### config.mk
export PLATFORM = sky130hd
export DESIGN_NAME = crc_t10_fold
export DESIGN_NICKNAME = d
export VERILOG_FILES = /design/src/rtl/crc_fold_pkg.sv /design/src/rtl/crc_clmul.sv /design/src/rtl/crc_fold_step.sv /design/src/rtl/crc_tail_align.sv /design/src/rtl/crc_t10_fold.sv
export SDC_FILE = /design/constraint.sdc
export NUM_CORES = 2
export LEC_CHECK = 0
export BUFFER_PORTS_ARGS = -buffer_cell sky130_fd_sc_hd__buf_2
export CAP_MARGIN = 40
export CORE_MARGIN = 2
export CORE_UTILIZATION = 40
export CTS_CLUSTER_SIZE = 14
export DETAILED_ROUTE_END_ITERATION = 8
export GPL_TIMING_DRIVEN = 1
export SYNTH_ARGS = -nofsm -noshare
export SYNTH_HDL_FRONTEND = slang
export SYNTH_HIERARCHICAL = 1
export SYNTH_SLANG_ARGS = --single-unit
### constraint.sdc
create_clock -name clk_i -period 4.8 [get_ports clk_i]
set_input_delay 0.96 -clock clk_i [delete_from_list [all_inputs] [get_ports clk_i]]
set_output_delay 0.96 -clock clk_i [all_outputs]
set_load 0.03 [all_outputs]
### src/rtl/crc_fold_pkg.sv
package crc_fold_pkg;
  localparam int CHUNK_W = 128;
  localparam int HALF_W  = CHUNK_W / 2;
  localparam int CRC_W   = 16;
  localparam int BYTE_W  = 8;
  localparam int NBYTES  = CHUNK_W / BYTE_W;
  localparam int CNT_W   = $clog2(NBYTES);
  localparam int SH_W    = $clog2(CHUNK_W) + 1;
  localparam int PROD_W  = HALF_W + CRC_W - 1;

  // residues of x^128 and x^192 modulo 0x18BB7
  localparam logic [CRC_W-1:0] K_LO = 16'hA010;
  localparam logic [CRC_W-1:0] K_HI = 16'h1FAA;

  typedef enum logic [1:0] {ST_IDLE, ST_FIRST, ST_NEXT, ST_FOLD} fold_state_e;
endpackage

### src/rtl/crc_clmul.sv
module crc_clmul #(
  parameter int A_W = 64,
  parameter int B_W = 16,
  localparam int P_W = A_W + B_W - 1
) (
  input  logic [A_W-1:0] a_i,
  input  logic [B_W-1:0] b_i,
  output logic [P_W-1:0] p_o
);
  logic [P_W-1:0] part [B_W+1];
  assign part[0] = '0;

  for (genvar i = 0; i < B_W; i++) begin : g_term
    assign part[i+1] = part[i] ^ (b_i[i] ? ({{(B_W-1){1'b0}}, a_i} << i) : '0);
  end

  assign p_o = part[B_W];
endmodule

### src/rtl/crc_fold_step.sv
module crc_fold_step
  import crc_fold_pkg::*;
(
  input  logic [CHUNK_W-1:0] src_i,
  input  logic [CHUNK_W-1:0] mix_i,
  output logic [CHUNK_W-1:0] res_o
);
  logic [PROD_W-1:0] p_lo, p_hi;

  crc_clmul #(.A_W(HALF_W), .B_W(CRC_W)) u_lo (
    .a_i(src_i[HALF_W-1:0]), .b_i(K_LO), .p_o(p_lo)
  );
  crc_clmul #(.A_W(HALF_W), .B_W(CRC_W)) u_hi (
    .a_i(src_i[CHUNK_W-1:HALF_W]), .b_i(K_HI), .p_o(p_hi)
  );

  assign res_o = mix_i
               ^ {{(CHUNK_W-PROD_W){1'b0}}, p_lo}
               ^ {{(CHUNK_W-PROD_W){1'b0}}, p_hi};
endmodule

### src/rtl/crc_tail_align.sv
module crc_tail_align
  import crc_fold_pkg::*;
(
  input  logic [CHUNK_W-1:0] acc_i,
  input  logic [CHUNK_W-1:0] data_i,
  input  logic [CNT_W-1:0]   nbytes_i,
  output logic [CHUNK_W-1:0] chunk_o,
  output logic [CHUNK_W-1:0] spill_o
);
  logic [SH_W-1:0] sh_in, sh_out;

  assign sh_in  = {{(SH_W-CNT_W-3){1'b0}}, nbytes_i, 3'b000};
  assign sh_out = SH_W'(CHUNK_W) - sh_in;

  // tail bytes sit at the top of data_i; move them to the low end
  assign chunk_o = (acc_i << sh_in) | (data_i >> sh_out);
  assign spill_o = acc_i >> sh_out;
endmodule

### src/rtl/crc_t10_fold.sv
module crc_t10_fold
  import crc_fold_pkg::*;
(
  input  logic               clk_i,
  input  logic               rst_ni,
  input  logic               start_i,
  input  logic [CRC_W-1:0]   init_i,
  input  logic               valid_i,
  output logic               ready_o,
  input  logic [CHUNK_W-1:0] data_i,
  input  logic               last_i,
  input  logic [CNT_W-1:0]   bytes_i,
  output logic [CHUNK_W-1:0] rem_o,
  output logic               done_o
);
  fold_state_e        state_q;
  logic [CHUNK_W-1:0] acc_q, chunk_q;
  logic [CRC_W-1:0]   init_q;
  logic [CNT_W-1:0]   nb_q;
  logic               last_q, tail_q, done_q;
  logic [CHUNK_W-1:0] al_chunk, al_spill, fold_src, fold_mix, fold_res;
  logic               accept;

  assign ready_o = (state_q == ST_FIRST) || (state_q == ST_NEXT);
  assign accept  = valid_i && ready_o;

  crc_tail_align u_align (
    .acc_i(acc_q), .data_i(chunk_q), .nbytes_i(nb_q),
    .chunk_o(al_chunk), .spill_o(al_spill)
  );

  // shared fold: spilled bytes on a ragged tail, whole accumulator otherwise
  assign fold_src = tail_q ? al_spill : acc_q;
  assign fold_mix = tail_q ? al_chunk : chunk_q;

  crc_fold_step u_fold (.src_i(fold_src), .mix_i(fold_mix), .res_o(fold_res));

  always_ff @(posedge clk_i or negedge rst_ni) begin
    if (!rst_ni) begin
      state_q <= ST_IDLE;
      acc_q   <= '0;
      chunk_q <= '0;
      init_q  <= '0;
      nb_q    <= '0;
      last_q  <= 1'b0;
      tail_q  <= 1'b0;
      done_q  <= 1'b0;
    end else begin
      done_q <= 1'b0;
      unique case (state_q)
        ST_IDLE: if (start_i) begin
          init_q  <= init_i;
          state_q <= ST_FIRST;
        end
        ST_FIRST: if (valid_i) begin
          acc_q <= data_i ^ {init_q, {(CHUNK_W-CRC_W){1'b0}}};
          if (last_i) begin
            done_q  <= 1'b1;
            state_q <= ST_IDLE;
          end else begin
            state_q <= ST_NEXT;
          end
        end
        ST_NEXT: if (valid_i) begin
          chunk_q <= data_i;
          last_q  <= last_i;
          nb_q    <= last_i ? bytes_i : '0;
          tail_q  <= last_i && (bytes_i != '0);
          state_q <= ST_FOLD;
        end
        ST_FOLD: begin
          acc_q <= fold_res;
          if (last_q) begin
            done_q  <= 1'b1;
            state_q <= ST_IDLE;
          end else begin
            state_q <= ST_NEXT;
          end
        end
        default: state_q <= ST_IDLE;
      endcase
    end
  end

  assign rem_o  = acc_q;
  assign done_o = done_q;

  AST_FOLD_STALL: assert property (@(posedge clk_i) disable iff (!rst_ni)
    (accept && state_q == ST_NEXT) |=> !ready_o);
  AST_DONE_PULSE: assert property (@(posedge clk_i) disable iff (!rst_ni)
    done_o |=> !done_o);
  AST_REM_HOLD: assert property (@(posedge clk_i) disable iff (!rst_ni)
    done_o |=> $stable(rem_o));
  AST_FIRST_BODY: assert property (@(posedge clk_i) disable iff (!rst_ni)
    (accept && state_q == ST_FIRST) |=> rem_o[CHUNK_W-CRC_W-1:0] == $past(data_i[CHUNK_W-CRC_W-1:0]));
  AST_FIRST_FULL: assert property (@(posedge clk_i) disable iff (!rst_ni)
    (accept && state_q == ST_FIRST && last_i) |-> bytes_i == '0);
endmodule

Word level (Yosys, flattened, before mapping)
Index checks and enable logic that the tools add are counted.
{ "word_totals": {"latchBits": 0, "reg_bits": 281, "in_bits": 153, "n_memories": 0, "ram_bits": 0, "output_inout_bits": 130, "romBits": 0} }
{ "classes": {"eq_ne": 6, "add_sub_neg": 1, "reduce_logical": 9, "mux": 15, "order_cmp": 0, "shift": 3, "div": 0, "mul": 0, "bitwise": 14} }
{ "op_table": {"columns": ["cell", "count"], "rows": [
  ["2-to-1 mux 128 bit", 3],
  ["one-hot mux 128 bit (2 select lines)", 1],
  ["right shift 128 x 8 -> 128 bit", 2],
  ["bitwise XOR 128 x 79 -> 128 bit", 2],
  ["bitwise OR 128 bit", 1],
  ["left shift 128 x 7 -> 128 bit", 1],
  ["bitwise XOR 128 bit", 1],
  ["bitwise XOR 77 x 79 -> 79 bit", 1],
  ["bitwise XOR 79 x 74 -> 79 bit", 1],
  ["bitwise XOR 79 x 75 -> 79 bit", 1],
  ["bitwise XOR 79 x 76 -> 79 bit", 1],
  ["bitwise XOR 68 x 77 -> 77 bit", 1],
  ["bitwise XOR 72 x 73 -> 73 bit", 1],
  ["bitwise XOR 71 x 72 -> 72 bit", 1],
  ["bitwise XOR 69 x 71 -> 71 bit", 1],
  ["bitwise XOR 67 x 69 -> 69 bit", 1],
  ["bitwise XOR 65 x 67 -> 67 bit", 1],
  ["2-to-1 mux 2 bit", 5],
  ["one-hot mux 2 bit (4 select lines)", 1],
  ["subtractor 8 x 7 -> 8 bit (first input constant)", 1],
  ["inequality test 2 bit (second input constant)", 3],
  ["AND reduction 2 bit", 3],
  ["equality test 2 bit (second input constant)", 2],
  ["2-to-1 mux 4 bit", 1],
  ["9 further kinds", 11]
]} }

Logic depth before layout (Yosys ltp)
{ "depth": {"depth_word": 13, "mapped_depth": 25} }

By module
The synthesis kept the hierarchy.
{ "by_module_without_submodules": {"columns": ["module", "cells_each", "instances", "area_per_inst_um2"], "rows": [
  ["crc_clmul", 2209, 2, 14112.3],
  ["crc_t10_fold", 1208, 1, 14875.5],
  ["crc_tail_align", 1623, 1, 14860.5],
  ["crc_fold_step", 130, 1, 2253.4]
]} }

Worst setup path after synthesis
No wires, ideal clock.
{ "synth_timing": {"path_type": "register -> register", "startpoint": "reg nb_q[0]", "endpoint": "reg acc_q[8] (netlist: rem_o[8])", "path_stages_with_launch": 22, "synth_period_minus_slack_ns": 4.626, "slack_ns": 0.174, "n_path_buf": 7, "t_required_ns": 4.667, "t_arrival_ns": 4.493, "cell_sequence": "dfrtp_1 -> buf_6 -> buf_8 -> buf_12 -> buf_4 -> clkinv_1 -> ha_1 -> inv_2 -> buf_1 -> mux4_2 -> o22ai_2 -> mux2_2 -> clkbuf_2 -> buf_4 -> nand2_1 -> xnor2_1 -> xnor2_1 -> xnor2_1 -> xnor2_1 -> xor3_1 -> mux2i_1 -> o21ai_0"} }
{ "synth_rtl": {"columns": ["item", "line", "source"], "rows": [
  ["from (decl)", "crc_t10_fold.sv:19", "logic [CNT_W-1:0] nb_q;"],
  ["from (signal assigned)", "crc_t10_fold.sv:67", "nb_q <= last_i ? bytes_i : '0;"],
  ["subtractor 8 x 7 -> 8 bit", "crc_tail_align.sv:13", "assign sh_out = SH_W'(CHUNK_W) - sh_in;"],
  ["right shift 128 x 8 -> 128 bit", "crc_tail_align.sv:17", "assign spill_o = acc_i >> sh_out;"],
  ["net al_spill[4]", "crc_t10_fold.sv:21", "logic [CHUNK_W-1:0] al_chunk, al_spill, fold_src, fold_mix, fold_res;"],
  ["2-to-1 mux 128 bit", "crc_t10_fold.sv:33", "assign fold_src = tail_q ? al_spill : acc_q;"],
  ["net fold_src[4]", "crc_t10_fold.sv:21", null],
  ["bitwise XOR 68 x 77 -> 77 bit", "crc_clmul.sv:14", "assign part[i+1] = part[i] ^ (b_i[i] ? ({{(B_W-1){1'b0}}, a_i} << i) : '0);"],
  ["bitwise XOR 77 x 79 -> 79 bit", "crc_clmul.sv:14", null],
  ["net u_fold.p_lo[8]", "crc_fold_step.sv:8", "logic [PROD_W-1:0] p_lo, p_hi;"],
  ["bitwise XOR 128 x 79 -> 128 bit", "crc_fold_step.sv:18", "^ {{(CHUNK_W-PROD_W){1'b0}}, p_lo}"],
  ["bitwise XOR 128 x 79 -> 128 bit", "crc_fold_step.sv:19", "^ {{(CHUNK_W-PROD_W){1'b0}}, p_hi};"],
  ["net fold_res[8]", "crc_t10_fold.sv:21", null],
  ["one-hot mux 128 bit (2 select lines)", "crc_t10_fold.sv:50", "unique case (state_q)"],
  ["to (signal assigned)", "crc_t10_fold.sv:56", "acc_q <= data_i ^ {init_q, {(CHUNK_W-CRC_W){1'b0}}};"],
  ["to (signal assigned)", "crc_t10_fold.sv:72", "acc_q <= fold_res;"],
  ["to (decl)", "crc_t10_fold.sv:17", "logic [CHUNK_W-1:0] acc_q, chunk_q;"]
]} }
The timed path passes the listed nets, and every way through them passes these cells.
A chain may end at the register's enable or synchronous reset.

Worst setup path after layout
{ "layout_timing": {"startpoint": "reg nb_q[0]", "endpoint": "reg acc_q[46] (netlist: rem_o[46])"} }
{ "layout_rtl": {"columns": ["item", "line"], "rows": [
  ["subtractor 8 x 7 -> 8 bit", "crc_tail_align.sv:13"],
  ["right shift 128 x 8 -> 128 bit", "crc_tail_align.sv:17"],
  ["net al_spill[31]", "crc_t10_fold.sv:21"],
  ["2-to-1 mux 128 bit", "crc_t10_fold.sv:33"],
  ["net fold_src[31]", "crc_t10_fold.sv:21"],
  ["bitwise XOR 77 x 79 -> 79 bit", "crc_clmul.sv:14"],
  ["net u_fold.p_lo[46]", "crc_fold_step.sv:8"],
  ["bitwise XOR 128 x 79 -> 128 bit", "crc_fold_step.sv:18"],
  ["bitwise XOR 128 x 79 -> 128 bit", "crc_fold_step.sv:19"],
  ["net fold_res[46]", "crc_t10_fold.sv:21"],
  ["one-hot mux 128 bit (2 select lines)", "crc_t10_fold.sv:50"]
]} }
The timed path passes the listed nets, and every way through them passes these cells.

==> summary.txt <==
Worst-path clk slew = 0.08 ns
Core area = 150000 um^2
Unrepaired setup endpoints after global routing = no
CP startpoint kind = register
Die ar. = 154000 um^2
CP endpoint kind = register
Final wirelength = 320 mm
F_max = 208 MHz
Die X-Extent = 392 um
Per-cell routed wire length = 33.9 um
CTS sink cnt = 281
CP max FO = 16
Die H = 392 um
Max Slew Vio Count = 0
Antenna Nets Post-Route = 0
Crit share post-route = 100%
All-Layer GR Usage = 40.2%
CTS root buffer = clkbuf_16
P&R area growth vs syn = 6.17%
CTS tree = built
Gr ovfl total = 0
Placer Congestion = 1.10
Synth top area cells = xnor2_1 22%, nand2_1 15%, dfrtp_1 12%
Tmin final = 4.80 ns
Post-CTS Hold Fix Bufs = 0
CTS Buf Count = 38
Max Cap Violations = 0
TritonRoute pass-1 iters = 9
Dpl hpwl = 235 mm
EDFF count, synth = 0
Synth Instances = 7379
Most used DFF post-synth = dfrtp_1
Max Buffers Root-to-Sink = 3
CP Class = reg -> reg
Hold crit path type = in -> async
Clk_lat worst skew = 0.66 ns
Largest net degree at the start of global routing = 110
Core Rows = 142
Synth top area share = 21.7%
Rel. slew slack = 31.2%
Filler cells = 15100
Placed Cells = 9356
First-pass GRT wire length = 439 mm
Vias in the first global route = 54000
Vias/cell = 6.23
Final TNS setup = 0 ns
Final non-filler cell total = 9458
Result of the run = finished clean
Clock Skews = 0.0547 ns
Layout cell share with drive strength beyond 1 = 21.3%
Total number of vias = 58900
Final setup viols = 0
Syn Area/Cell = 8.16 um^2
Final core occ = 42.7%
Initial Utilization = 40.3%
Port bufs = 282
Synth Register Bits = 281
Worst Path Required = 5.28 ns
Ys Warns = 6
First-iteration detailed-routing DRC count = 9464
Synthesized area = 60200 um^2
Drt drc = 0
Post-synthesis cell type count = 66
Hold Fails Final Rpt = 0
I/O pin count = 283
Cell type with the largest total area after synthesis = xnor2_1
Post-synth ARST share = 100%
Sequential share of the synthesized area = 11.7%
Actual slew at the worst max-slew pin = 1.03 ns
Net count, final = 7553
Initial antenna violation count = 55
WP data arrival = 5.28 ns
H-tree depth = 2
-- critical path, cell delays in order, from the launching register on --
cell      delay, ns
dfrtp_4        0.48
clkinv_1       0.14
ha_4           0.30
inv_6          0.20
buf_12         0.20
buf_4          0.20
mux2i_1        0.27
mux2i_1        0.12
o22ai_1        0.36
mux2_2         0.45
buf_4          0.20
nand2_1        0.07
xnor2_1        0.14
xnor2_1        0.22
xnor2_1        0.12
xnor2_1        0.36
xor3_1         0.49
mux2i_1        0.22
o21ai_0        0.10
-- area by class of cell --
class	instances	area [um^2]	area share [%]
inverter	10	45.0	0.0705
antenna	22	55.1	0.0861
sequential	281	7050	11.0
multi-input combinational	6305	47400	74.2
clock inverter	24	330	0.517
tap	2016	2520	3.95
timing repair buffer	756	5480	8.57
clock buffer	44	1020	1.60
-- sequential cells by signal, summed over array words and instances, names as in the netlist --
name     count
chunk_q    128
done_o       1
init_q      16
last_q       1
nb_q         4
rem_o      128
state_q      2
tail_q       1
-- worst paths after layout --
check	startpoint	end	slack, ns	cells past startpoint
setup / recovery	nb_q[0]	rem_o[46]	0.0008	18
hold / removal	rst_ni	rem_o[100]	0.32	1
setup reg to reg	nb_q[0]	rem_o[46]	0.0008	18
hold reg to reg	init_q[7]	init_q[7]	0.53	1
max in group asynchronous	rst_ni	chunk_q[28]	3.24	2
min in group clk_i	init_q[7]	init_q[7]	0.53	1
-- synthesized netlist by cell type (66+ instances only) --
cell	count
nand2_1	2391
xnor2_1	1492
mux2_2	486
mux2i_1	479
xor2_1	415
dfrtp_1	281
buf_4	270
buf_2	219
mux4_2	211
buf_6	196
nor2_1	127
o21ai_0	111
xor3_1	79
clkbuf_1	66
-- metal layers --
metal  wire [um]  global-route usage [%]
met1      119000                    51.3
met2      129000                    57.3
met3       46900                    14.5
met4       24500                    24.6
met5         318                       0
-- cells in the final DEF (no fill, tap or decap), types with 14 or more instances in the layout --
cell and instances:
mux2_2 485, o21a_1 24, and2_1 14, a21oi_1 45, o22ai_1 58, o31a_1 15
xnor2_1 1492, mux4_2 211, o211ai_1 37, buf_4 433, a221o_1 24, nor2_1 126
xor2_1 414, nand2_1 2390, diode_2 22, buf_2 282, o21ai_1 31, buf_12 33
clkbuf_16 39, o221ai_1 63, o2bb2ai_1 15, mux2i_1 479, conb_1 32, xor3_1 79
dfrtp_1 276, nor3_1 23, a22o_1 16, o21ai_0 111
-- through the flow --
step / instance area [um^2] / hold slack [ns] / worst slack (ns)
after floorplan: 60300 / 0.472 / 0.174
after global placement: 62200 / 0.511 / 0.0767
after detailed placement: 62400 / 0.518 / 0.145
after CTS: 63700 / 0.399 / 0.0973
after global routing: 63900 / 0.413 / 0.000886
final: 63900 / 0.324 / 0.000829
-- cell families (layout without fill, tap and decap cells) --
kind of cell,Yosys count,in the layout,share of synthesized area (%)
buffers and inverters,823,834,9.91
AOI/OAI and AO/OA,475,475,5.50
xor gates and xnor gates,1987,1987,30.9
adders and majority gates,8,8,0.166
and+or+nand+nor,2618,2618,16.7
DFF,281,281,11.7
muxes,1185,1185,25.1
other,2,54,0.0125
-- what timing repair did --
item / in CTS / in global routing
gates resized for setup: 0 / 3
setup buffers: 0 / 8
endpoints found under the setup margin: 0 / 2
Power is left out: the tool's default activity adds up to more than one toggle a clock period on the data nets, which glitch-free logic cannot reach.
